[src/rtl/cmp_cell_pkg.sv]
package cmp_cell_pkg;
  typedef enum logic [1:0] {
    ACT_KEEP = 2'b00,
    ACT_CLR  = 2'b01,
    ACT_SET  = 2'b10,
    ACT_TGL  = 2'b11
  } act_e;

  localparam int B_SEL_LO = 0;
  localparam int B_SEL_HI = 1;
  localparam int B_REQ_EN = 2;
  localparam int B_MODE_L = 3;
  localparam int B_ONESHOT = 5;
  localparam int B_CAC = 6;
  localparam int B_SEL_LVL = 7;
  localparam int B_ENABLED = 8;
  localparam int B_FLAG = 9;
  localparam int CTRL_BITS = 10;

  function automatic logic apply_act(input act_e a, input logic cur);
    case (a)
      ACT_CLR: apply_act = 1'b0;
      ACT_SET: apply_act = 1'b1;
      ACT_TGL: apply_act = ~cur;
      default: apply_act = cur;
    endcase
  endfunction
endpackage

[src/rtl/cmp_sel_gate.sv]
module cmp_sel_gate (
  input  logic sel_in,
  input  logic lo_en,
  input  logic hi_en,
  input  logic cell_en,
  output logic active
);
  always_comb begin
    active = cell_en & ((lo_en & ~sel_in) | (hi_en & sel_in));
  end
endmodule

[src/rtl/cmp_match_det.sv]
module cmp_match_det #(
  parameter int DW = 16
) (
  input  logic          clk,
  input  logic          rst,
  input  logic [DW-1:0] tb_bus,
  input  logic [DW-1:0] cmp_val,
  input  logic          active,
  output logic          match
);
  logic eq, eq_q;

  always_comb eq = (tb_bus == cmp_val);

  always_ff @(posedge clk) begin
    if (rst) eq_q <= 1'b0;
    else     eq_q <= eq;
  end

  always_comb match = active & eq & ~eq_q;

  // a match is only the first cycle of an equality run
  p_single_match_r4: assert property (@(posedge clk) disable iff (rst)
    match |=> !match);
endmodule

[src/rtl/cmp_pin_action.sv]
module cmp_pin_action
  import cmp_cell_pkg::*;
(
  input  logic       clk,
  input  logic       rst,
  input  logic       match,
  input  logic [1:0] mode,
  input  logic [1:0] act_in,
  output logic       pin_out,
  output logic [1:0] act_out
);
  logic       pin_n;
  logic [1:0] act_n;

  always_comb begin
    pin_n = pin_out;
    act_n = 2'b00;
    if (match) begin
      pin_n = apply_act(act_e'(mode), pin_out);
      act_n = mode;
    end else if (act_in != 2'b00) begin
      pin_n = apply_act(act_e'(act_in), pin_out);
      act_n = act_in;
    end
  end

  always_ff @(posedge clk) begin
    if (rst) begin
      pin_out <= 1'b0;
      act_out <= 2'b00;
    end else begin
      pin_out <= pin_n;
      act_out <= act_n;
    end
  end

  // a forwarded action is repeated to the next cell
  p_fwd_r7: assert property (@(posedge clk) disable iff (rst)
    (!match && act_in != 2'b00) |=> act_out == $past(act_in));
endmodule

[src/rtl/chain_cmp_cell.sv]
module chain_cmp_cell
  import cmp_cell_pkg::*;
#(
  parameter int DW = 16
) (
  input  logic          clk,
  input  logic          rst,
  input  logic          bus_en,
  input  logic          bus_we,
  input  logic          bus_addr,
  input  logic [DW-1:0] bus_wdata,
  output logic [DW-1:0] bus_rdata,
  input  logic [DW-1:0] tb_bus,
  input  logic          sel_in,
  input  logic [1:0]    act_in,
  input  logic          evt_in,
  output logic [1:0]    act_out,
  output logic          evt_out,
  output logic          srq_out,
  output logic          pin_out
);
  localparam int PADW = DW - CTRL_BITS;

  logic          sel_lo, sel_hi, req_en, one_shot, cac;
  logic [1:0]    mode;
  logic          cell_en, req_flag, prot;
  logic [DW-1:0] cmp_reg;
  logic          active, match;
  logic          wr_ctrl, wr_cmp, acc_cmp;
  logic          flag_n;

  always_comb begin
    wr_ctrl = bus_en & bus_we & ~bus_addr;
    wr_cmp  = bus_en & bus_we & bus_addr;
    acc_cmp = bus_en & bus_addr;
  end

  cmp_sel_gate u_gate (
    .sel_in (sel_in),
    .lo_en  (sel_lo),
    .hi_en  (sel_hi),
    .cell_en(cell_en),
    .active (active)
  );

  cmp_match_det #(.DW(DW)) u_det (
    .clk    (clk),
    .rst    (rst),
    .tb_bus (tb_bus),
    .cmp_val(cmp_reg),
    .active (active),
    .match  (match)
  );

  cmp_pin_action u_act (
    .clk    (clk),
    .rst    (rst),
    .match  (match),
    .mode   (mode),
    .act_in (act_in),
    .pin_out(pin_out),
    .act_out(act_out)
  );

  always_comb begin
    flag_n = req_flag;
    if (wr_ctrl && bus_wdata[B_FLAG]) flag_n = 1'b0;
    if (match) flag_n = 1'b1;
  end

  always_ff @(posedge clk) begin
    if (rst) begin
      sel_lo   <= 1'b0;
      sel_hi   <= 1'b0;
      req_en   <= 1'b0;
      mode     <= 2'b00;
      one_shot <= 1'b0;
      cac      <= 1'b0;
      cell_en  <= 1'b1;
      req_flag <= 1'b0;
      prot     <= 1'b0;
      cmp_reg  <= '0;
      evt_out  <= 1'b0;
      srq_out  <= 1'b0;
    end else begin
      req_flag <= flag_n;
      srq_out  <= flag_n & req_en;
      if (match)       evt_out <= 1'b1;
      else if (active) evt_out <= 1'b0;
      else             evt_out <= evt_in;
      if (wr_ctrl) begin
        sel_lo   <= bus_wdata[B_SEL_LO];
        sel_hi   <= bus_wdata[B_SEL_HI];
        req_en   <= bus_wdata[B_REQ_EN];
        mode     <= bus_wdata[B_MODE_L +: 2];
        one_shot <= bus_wdata[B_ONESHOT];
        cac      <= bus_wdata[B_CAC];
        cell_en  <= 1'b1;
      end else if (match && one_shot) begin
        cell_en  <= 1'b0;
      end
      if (match && one_shot && cac) prot <= 1'b1;
      else if (acc_cmp)             prot <= 1'b0;
      if (wr_cmp && !prot) cmp_reg <= bus_wdata;
    end
  end

  always_comb begin
    if (bus_addr) bus_rdata = cmp_reg;
    else bus_rdata = {{PADW{1'b0}}, req_flag, cell_en, sel_in, cac, one_shot,
                      mode, req_en, sel_hi, sel_lo};
  end

  // a match yields an event pulse and a set flag
  p_match_evt_r8: assert property (@(posedge clk) disable iff (rst)
    match |=> (evt_out && req_flag));
  // an idle cell passes the event through
  p_pass_evt_r9: assert property (@(posedge clk) disable iff (rst)
    (!active && !match) |=> evt_out == $past(evt_in));
  // a service request needs the request enable
  p_srq_gate_r5: assert property (@(posedge clk) disable iff (rst)
    srq_out |-> ($past(req_en) && req_flag));
  // one-shot self-disable
  p_oneshot_r10: assert property (@(posedge clk) disable iff (rst)
    (match && one_shot && !wr_ctrl) |=> !cell_en);
  // a locked compare register ignores writes
  p_locked_r11: assert property (@(posedge clk) disable iff (rst)
    (prot && wr_cmp) |=> cmp_reg == $past(cmp_reg));
endmodule

[config.mk]
export PLATFORM = sky130hd
export DESIGN_NAME = chain_cmp_cell
export DESIGN_NICKNAME = d
export VERILOG_FILES = /design/src/rtl/cmp_cell_pkg.sv /design/src/rtl/cmp_sel_gate.sv /design/src/rtl/cmp_match_det.sv /design/src/rtl/cmp_pin_action.sv /design/src/rtl/chain_cmp_cell.sv
export SDC_FILE = /design/constraint.sdc
export NUM_CORES = 1
export LEC_CHECK = 0
export BUFFER_PORTS_ARGS = -buffer_cell sky130_fd_sc_hd__buf_2
export CORE_ASPECT_RATIO = 0.5
export CORE_MARGIN = 2
export CORE_UTILIZATION = 48
export DETAILED_ROUTE_END_ITERATION = 10
export HOLD_SLACK_MARGIN = 0.06
export PLACE_DENSITY = 0.81
export SETUP_SLACK_MARGIN = 0.02
export SLEW_MARGIN = 20
export SYNTH_ARGS = -nofsm -noshare
export SYNTH_HDL_FRONTEND = slang
export SYNTH_SLANG_ARGS = --single-unit
export TNS_END_PERCENT = 10
[constraint.sdc]
create_clock -name clk -period 2.15 [get_ports clk]
set_clock_uncertainty 0.1 [all_clocks]
set_input_delay 0 -clock clk [delete_from_list [all_inputs] [get_ports clk]]
set_output_delay 0 -clock clk [all_outputs]
set_load 0.02 [all_outputs]
==> results of run 1 <==
-- cells by family (layout without fill, tap and decap cells) --
| group | Yosys count | count (layout) | synth area share (%) |
|---|---|---|---|
| simple gates | 84 | 84 | 25.74 |
| compound gates | 32 | 32 | 10.99 |
| flops | 32 | 32 | 41.06 |
| xor+xnor | 16 | 16 | 8.981 |
| mux | 13 | 13 | 9.222 |
| buf+inv | 10 | 97 | 2.405 |
| fa+ha+maj | 2 | 2 | 1.604 |
-- layout by cell type (no fill, tap or decap), drive strengths merged --
cell / n
o31ai: 1
nor3: 2
mux2i: 2
nand2b: 7
nand2: 54
inv: 1
dfxtp: 32
buf: 66
a21oi: 27
clkbuf: 6
o21ai: 2
nand3b: 1
nand4: 1
or3: 1
clkinv: 2
or2: 1
nor2: 3
nor2b: 1
nand4b: 1
xor2: 16
nor3b: 2
ha: 2
and2: 6
dlygate4sd3: 22
a211oi: 1
nor4: 4
a31oi: 1
mux2: 11
-- cells in the mapped netlist (2+ instances only) --
master and count:
a21oi_1 27, clkbuf_1 9, and2_1 6, dfxtp_1 32, nor4_1 4, mux2i_1 2
mux2_1 10, nor2_1 3, ha_1 2, nand2b_1 7, xor2_1 16, nand2_1 54
-- power breakdown --
group	switching [mW]	internal, mW	total, mW
Sequential	0.0154	0.612	0.627
Combinational	0.106	0.102	0.208
Clock	0.224	0.255	0.479
-- per-stage QoR --
| step | util [%] | setup slack, ns | hold WS [ns] | total power [mW] | cells |
|---|---|---|---|---|---|
| CTS | 73.23 | 0.2199 | 0.1448 | 1.314 | 316 |
| global route | 73.23 | 0.07948 | 0.2004 | 1.368 | 316 |
| detailed placement | 62.97 | 0.2480 | 0.1488 | 0.8108 | 286 |
| floorplan | - | 0.3910 | 0.03597 | 0.7331 | 189 |
| global placement | 62.97 | 0.2587 | 0.1420 | 0.8085 | 286 |
| finish | 73.23 | 0.2278 | 0.1659 | 1.315 | 316 |
-- metal layers --
metal  GRT usage, %  up-vias  share of wire [%]
li1               -      802                  -
met1          32.60      755                 41
met2          40.31       70                 47
met3          8.022       16                9.0
met4          10.16        0                2.8
met5              0        -                  0
-- worst max-delay path by stage --
stage	from	end	slack, ns	cells after the start
finish	cmp_reg[6]	prot	0.23	5
floorplan	cmp_reg[9]	u_act.pin_out	0.39	5
global route	cmp_reg[6]	prot	0.08	5
detailed placement	cmp_reg[6]	prot	0.25	5
CTS	cmp_reg[6]	prot	0.22	5
global placement	cmp_reg[6]	prot	0.26	5
-- worst max-delay path, stage by stage (launching register included) --
cell and delay [ns]:
dfxtp_1 0.35, xor2_1 0.17, nor4_1 0.31, nand4_1 0.23
or3_4 0.44, o31ai_2 0.22
-- area by class of cell --
| cell class | instances | share of cell area (%) |
|---|---|---|
| sequential | 32 | 28.70 |
| clock inverter | 2 | 0.4484 |
| timing repair buffer | 88 | 25.22 |
| clock buffer | 6 | 3.700 |
| inverter | 1 | 0.1682 |
| tap | 40 | 2.242 |
| multi-input combinational | 147 | 39.52 |
==> reports/metrics.csv, run 1 <==
metric,value,unit
avgRoutedWirePerCell,14.19,um
io_pins,62,
rr_startpoint,cmp_reg[6],
critPathKind,flip-flop to flip-flop,
root_buffer,clkbuf_8,
r2r-end,prot,
period_needed,1.922,ns
n_fill_cell,219,
rows,14,
ys_warn_count,0,
largest_reg_flops,16,
rsz0062_at_grt,no,
synth-seq-cells,32,
synth_area_per_cell,8.255,sq um
die_w,84.63,um
diodes,0,
regArea,640.6,sq um
grt_max_degree,22,
power-per-cell-area,588.9,mW/mm^2
synthTopCellsByArea,"dfxtp_1 41%, nand2_1 13%, xor2_1 9.0%, a21oi_1 8.7%, mux2_1 7.2%",
slew_headroom,50.39,%
p_leak,1.020,nW
place_hpwl,2835,um
placed_cell_area,0.001919,sq mm
min_to,u_det.eq_q,
syn_area,0.001560,sq mm
ant_nets,0,
ir_drop,0.0003295,V
vias,1643,
fp.dieH,44.32,um
timing.setup.tns,0,ns
finalHoldViolations,0,
ctsResizeCount,0,
synth.distinct_cells,29,
final-setup-viol-count,0,
synthFlopType,dfxtp_1,
final_area,0.002232,sq mm
reg2regPathDepth,5,
port_buffers,61,
fp.dieArea,0.003750,sq mm
whs_path_depth,5,
cts_tree,yes,
slew_viol_final,0,
worst-path-max-fanout,4,
yosys.area.top_type,dfxtp_1,
cp-start-kind,flip-flop,
reg2reg_slack,0.23,ns
clk_path_buf_depth,2,
insertion_delay,0.29,ns
syn_inst,189,
seq_area_frac_synth,41.06,%
gp_congestion,0.7649,
antenna_found_initial,0,
max-cap-violations,0,
wirelength,4485,um
multi_input_area,882.1,sq um
cts_setup_buffers,0,
synth_edf_count,0,
clock_sinks,32,
drive_gt1_share,28.62,%
cp.arrival,2.02,ns
holdBufCountCts,22,
drt-vias-per-instance,5.199,
clk_pin_slew,0.06,ns
end_kind,flip-flop,
synthToLayoutAreaGrowth,43.06,%
synth_top_area_share,41.06,%
clock.fmax,520.2,MHz
drt_iter0_drc,103,
start_util,51.19,%
drc_errors,0,
first_global_vias,1529,
dr.pass1.iters,4,
synthArstFlopShare,0,%
nNetsFinal,318,
grt_pass1_wl,7155,um
cts.htree.levels,2,
min-delay-start,tb_bus[2],
fin_crit_sh,89.41,%
cp_data_required_time,2.25,ns
tightestPinTransition,0.7414,ns
holdCritPathClass,input port to flip-flop,
cts_buffers,5,
grtUsageTotal,25.24,%
syn_nets,232,
coreArea,0.003048,sq mm
grt.overflow.total,0,
status,"finished, final reports clean",
(Power assumes the default switching activity.)
==> run 2, diff against run 1 <==
--- a/config.mk
+++ b/config.mk
@@ -8,10 +8,10 @@
 export BUFFER_PORTS_ARGS = -buffer_cell sky130_fd_sc_hd__buf_2
 export CORE_ASPECT_RATIO = 0.5
 export CORE_MARGIN = 2
-export CORE_UTILIZATION = 48
+export CORE_UTILIZATION = 51
 export DETAILED_ROUTE_END_ITERATION = 10
 export HOLD_SLACK_MARGIN = 0.06
-export PLACE_DENSITY = 0.81
+export PLACE_DENSITY = 0.85
 export SETUP_SLACK_MARGIN = 0.02
 export SLEW_MARGIN = 20
 export SYNTH_ARGS = -nofsm -noshare
==> constraint.sdc (replaced) <==
create_clock -name clk -period 2.5 [get_ports clk]
set_clock_uncertainty 0.1 [all_clocks]
set_input_delay 0 -clock clk [delete_from_list [all_inputs] [get_ports clk]]
set_output_delay 0 -clock clk [all_outputs]
set_load 0.02 [all_outputs]
==> run 2 against run 1 <==
Sequential share of layout area up 0.37 points. Global-route usage up 2.1 points. Critical endpoint is now u_act.pin_out. Sequential cell count stayed put. Largest cell class unchanged. Worst hold slack worse by 0.086 ns. Highest routed layer unchanged.
==> reports/metrics.csv, run 2 (synthesized netlist as in run 1, its figures left out) <==
metric,value,unit
status,"finished, final reports clean",
clk_path_buf_depth,2,
slew_viol_final,0,
gp_congestion,0.8374,
power.switching,0.2891,mW
critPathKind,flip-flop to flip-flop,
fp.dieArea,0.003545,sq mm
finalHoldViolations,0,
holdBufCountCts,21,
n_fill_cell,189,
grt_pass1_wl,7038,um
min_to,cmp_reg[5],
fin_crit_sh,86.58,%
diodes,0,
clock.fmax,462.0,MHz
ctsResizeCount,0,
reg2regPathDepth,5,
cp_data_required_time,2.57,ns
intPower,0.8562,mW
end_kind,flip-flop,
tightestPinTransition,0.6586,ns
clock_sinks,32,
r2r-end,u_act.pin_out,
cts_buffers,5,
grtUsageTotal,27.33,%
cp-start-kind,flip-flop,
cts_tree,yes,
report.power.total,1.145,mW
wirelength,4516,um
avgRoutedWirePerCell,14.52,um
whs_path_depth,4,
rr_startpoint,cmp_reg[5],
grt_max_degree,38,
p_leak,0.9988,nW
power-per-cell-area,519.8,mW/mm^2
mostFrequentLayoutCell,buf_2,
io_pins,62,
fp.dieH,43.11,um
synthToLayoutAreaGrowth,41.22,%
antenna_found_initial,0,
drt_iter0_drc,99,
clk_pin_slew,0.06,ns
slew_headroom,55.93,%
startpoint,cmp_reg[5],
layout_common_cells,"61 x buf_2, 54 x nand2_1, 32 x dfxtp_1, 27 x a21oi_1, 21 x dlygate4sd3_1",
max-cap-violations,0,
vias,1676,
start_util,52.70,%
die_w,82.22,um
drt-vias-per-instance,5.389,
largest_reg_flops,16,
rows,14,
cp.arrival,2.23,ns
clkPwrFrac,37.5,%
port_buffers,61,
cts.htree.levels,2,
worst-path-max-fanout,4,
drive_gt1_share,27.68,%
min-delay-start,bus_we,
coreArea,0.002960,sq mm
nNetsFinal,314,
p_seq_share,47.1,%
place_hpwl,2753,um
period_needed,2.165,ns
reg2reg_slack,0.34,ns
holdCritPathClass,input port to flip-flop,
rsz0062_at_grt,no,
combPwrFrac,15.3,%
root_buffer,clkbuf_8,
insertion_delay,0.28,ns
ant_nets,0,
grt.overflow.total,0,
dr.pass1.iters,5,
timing.setup.tns,0,ns
first_global_vias,1554,
cts_setup_buffers,0,
netSwitchingFraction,25.24,%
final-setup-viol-count,0,
ir_drop,0.0002771,V
post-route-util,74.43,%
drc_errors,0,
-- run 2: changes by cell type in the layout (fill, tap and decap cells not counted), sizes merged --
cell / previous run / this run
buf: 66 / 63
clkbuf: 6 / 7
clkinv: 2 / 0
dlygate4sd3: 22 / 21
-- run 2: routing by layer --
layer,share of wire [%],global-route usage [%],vias to the layer above
met5,0,0,-
met4,4.6,15.00,0
met3,8.8,7.660,29
met2,45,44.84,97
met1,41,32.28,759
li1,-,-,791
-- run 2: stage by stage --
step / cell area [sq um] / hold WS, ns / worst slack, ns / std cells
floorplan: 1560 / 0.03597 / 0.7410 / 189
global placement: 1897 / 0.1427 / 0.5377 / 283
detailed placement: 1897 / 0.1468 / 0.4955 / 283
CTS: 2203 / 0.06079 / 0.4789 / 311
global route: 2203 / 0.08824 / 0.2048 / 311
finish: 2203 / 0.07950 / 0.3354 / 311
-- run 2: critical path, cell delays in order, from the launching register on --
cell	delay [ns]
dfxtp_1	0.33
xor2_1	0.17
nor4_1	0.40
nand4_1	0.30
nor3_2	0.40
mux2_1	0.36
-- run 2: area by class of cell --
| class | count | area [sq um] | area share [%] |
|---|---|---|---|
| repair buffers | 84 | 530.5 | 24.08 |
| well taps | 40 | 50.05 | 2.271 |
| clock buffers | 7 | 96.34 | 4.373 |
| multi-input cells | 147 | 882.1 | 40.03 |
| inverters | 1 | 3.754 | 0.1704 |
| flip-flops and latches | 32 | 640.6 | 29.07 |
-- run 2: power groups by stage --
stage / sequential [mW] / clock [mW] / combinational [mW]
after detailed placement: 0.550 / 0 / 0.145
after global routing: 0.541 / 0.457 / 0.190
final: 0.540 / 0.430 / 0.176
after floorplan: 0.552 / 0 / 0.0784
after CTS: 0.539 / 0.436 / 0.170
after global placement: 0.549 / 0 / 0.143
-- run 2: worst max path at each step --
stage / endpoint / slack [ns] / depth (start not counted)
after floorplan: u_act.pin_out / 0.74 / 5
after global placement: u_act.pin_out / 0.54 / 5
after detailed placement: u_act.pin_out / 0.50 / 5
after CTS: u_act.pin_out / 0.48 / 5
after global routing: u_act.pin_out / 0.20 / 5
final: u_act.pin_out / 0.34 / 5
==> run 3, diff against run 2 <==
--- a/config.mk
+++ b/config.mk
@@ -5,13 +5,14 @@
 export SDC_FILE = /design/constraint.sdc
 export NUM_CORES = 1
 export LEC_CHECK = 0
+export ABC_AREA = 1
 export BUFFER_PORTS_ARGS = -buffer_cell sky130_fd_sc_hd__buf_2
 export CORE_ASPECT_RATIO = 0.5
 export CORE_MARGIN = 2
-export CORE_UTILIZATION = 51
+export CORE_UTILIZATION = 53
 export DETAILED_ROUTE_END_ITERATION = 10
 export HOLD_SLACK_MARGIN = 0.06
-export PLACE_DENSITY = 0.85
+export PLACE_DENSITY = 0.87
 export SETUP_SLACK_MARGIN = 0.02
 export SLEW_MARGIN = 20
 export SYNTH_ARGS = -nofsm -noshare
==> run 3 against run 2 <==
Non-clock buffer count shrank 1. Highest routed layer unchanged. Combinational power grew 27%. Worst setup slack gained 0.43 ns. Critical endpoint is now srq_out. Clock-buffer cell count shrank 1. Sequential share of layout area shrank 1.3 points. Critical path type is now input port to flip-flop.
==> reports/metrics.csv, run 3 <==
metric,value,unit
status,"finished, final reports clean",
root_buffer,clkbuf_8,
ys_warn_count,0,
grtUsageTotal,27.78,%
synth_xor_area_share,0.5189,%
syn_area,0.001688,sq mm
worst-path-max-fanout,13,
final_cells,391,
vias,1974,
slew_headroom,54.87,%
fin_crit_sh,69.54,%
netSwitchingFraction,28.65,%
p_seq_share,48.1,%
clock.fmax,575.2,MHz
drt-vias-per-instance,5.049,
power-per-cell-area,496.3,mW/mm^2
synth-seq-cells,32,
cts_setup_buffers,0,
diodes,0,
synth_area_per_cell,6.275,sq um
coreArea,0.003013,sq mm
ant_nets,0,
clock_sinks,32,
nNetsFinal,394,
grt_max_degree,28,
antenna_found_initial,0,
synthAdderAreaFrac,1.483,%
port_buffers,61,
syn_inst,269,
holdBufCountCts,22,
synthSimpleGateAreaFrac,29.58,%
slew_viol_final,0,
clkPwrFrac,32.4,%
synth_most_common_cell,nand2_1,
cts_tree,yes,
intPower,0.8170,mW
mostFrequentLayoutCell,nand2_1,
timing.setup.tns,0,ns
finalHoldViolations,0,
holdCritPathClass,input port to flip-flop,
report.power.total,1.145,mW
cp-start-kind,input port,
clk_pin_slew,0.06,ns
avgRoutedWirePerCell,12.58,um
insertion_delay,0.28,ns
combPwrFrac,19.6,%
rows,14,
cts.htree.levels,2,
yosys.area.top_type,dfxtp_1,
seq_area_frac_synth,37.95,%
ir_drop,0.0003847,V
synthToLayoutAreaGrowth,36.69,%
cts_buffers,5,
syn_nets,312,
first_global_vias,1856,
gp_congestion,0.8204,
fp.dieArea,0.003679,sq mm
wirelength,4920,um
p_leak,1.248,nW
synth_top_area_share,37.95,%
io_pins,62,
drive_gt1_share,23.65,%
ys_top_cells_by_count,"75 x nand2_1, 41 x inv_1, 35 x o21ai_0, 32 x dfxtp_1, 31 x nor2_1",
layout_common_cells,"75 x nand2_1, 61 x buf_2, 41 x inv_1, 35 x o21ai_0, 32 x dfxtp_1",
cp.arrival,1.81,ns
fp.dieH,43.91,um
dr.pass1.iters,5,
rsz0062_at_grt,no,
drc_errors,0,
ctsResizeCount,0,
critPathKind,input port to flip-flop,
synth_compound_area_share,17.49,%
die_w,83.81,um
synthFlopType,dfxtp_1,
end_kind,flip-flop,
power.switching,0.3280,mW
clk_path_buf_depth,2,
synthTopCellsByArea,"dfxtp_1 38%, nand2_1 17%, o21ai_0 10%, inv_1 9.1%, nor2_1 6.9%",
synthArstFlopShare,0,%
grt.overflow.total,0,
start_util,56.02,%
synth_top_family_by_area,simple AND/OR/NAND/NOR gates,
synth.area.mux_share,0,%
largest_reg_flops,16,
final-setup-viol-count,0,
place_hpwl,3349,um
drt_iter0_drc,111,
synth.distinct_cells,23,
period_needed,1.738,ns
tightestPinTransition,0.6762,ns
max-cap-violations,0,
synth_edf_count,0,
grt_pass1_wl,7969,um
hold_ws,0.07607,ns
cp_data_required_time,2.58,ns
placedCellCount,362,
## run 3: cell count changes after synthesis, sizes merged, moves of 3 or more
cell	previous run	this run
xor2	16	1
and2	6	0
nand3	0	5
clkbuf	9	6
a21oi	27	21
nand2	54	78
o21ai	2	35
mux2	11	0
nor2	3	33
nand2b	7	0
inv	1	48
nor4	4	0
## run 3: per-layer routing
layer | global-route usage [%] | part of all wire (%) | wire length [um] | up-vias
li1 | - | - | - | 992
met1 | 32.59 | 43 | 2106 | 881
met2 | 48.96 | 47 | 2318 | 83
met3 | 7.619 | 7.3 | 360 | 18
met4 | 12.90 | 2.7 | 134 | 0
met5 | 0 | 0 | 0 | -
## run 3: cells by family after synthesis
family / count (synthesis)
AOI/OAI and AO/OA: 58
xor gates and xnor gates: 1
adders and majority gates: 2
buffers and inverters: 57
DFF: 32
and+or+nand+nor: 119
## run 3: power groups by stage
| stage | Sequential (mW) | Combinational (mW) | Clock [mW] |
|---|---|---|---|
| 6_report | 0.550 | 0.224 | 0.371 |
| 5_1_grt | 0.552 | 0.247 | 0.394 |
| 4_1_cts | 0.549 | 0.220 | 0.371 |
| 3_5_place_dp | 0.560 | 0.190 | 0 |
| 3_3_place_gp | 0.559 | 0.183 | 0 |
| 2_1_floorplan | 0.561 | 0.113 | 0 |
## run 3: layout make-up
class / instances / area, sq um
inverter: 49 / 185.2
timing repair buffer: 83 / 525.5
clock buffer: 6 / 72.57
sequential: 32 / 640.6
clock inverter: 1 / 5.005
fill: 246 / 705.7
tap: 40 / 50.05
multi-input combinational: 180 / 828.3
## run 3: path summary, 6_finish.rpt
kind	startpoint	cells past startpoint	slack [ns]	end
worst min register to register	req_en	2	0.38	srq_out
worst min-delay path	bus_we	4	0.08	cmp_reg[9]
worst max register to register	cmp_reg[4]	12	0.80	u_act.pin_out
worst max-delay path	bus_en	9	0.76	srq_out
## run 3: metrics by stage
step | util (%) | setup WS (ns) | cell area [sq um]
floorplan | - | 1.121 | 1688
global placement | 66.69 | 0.9652 | 2009
detailed placement | 66.69 | 0.8693 | 2009
CTS | 76.58 | 0.8327 | 2307
global route | 76.58 | 0.6469 | 2307
finish | 76.58 | 0.7616 | 2307
## run 3: worst max-delay path, cell delays in order
cell and delay, ns:
dlygate4sd3_1 0.52, buf_2 0.11, nand2_1 0.10, nor2_1 0.27, inv_1 0.28, o21ai_0 0.32, nand2_1 0.09, inv_1 0.08
nor3_1 0.04
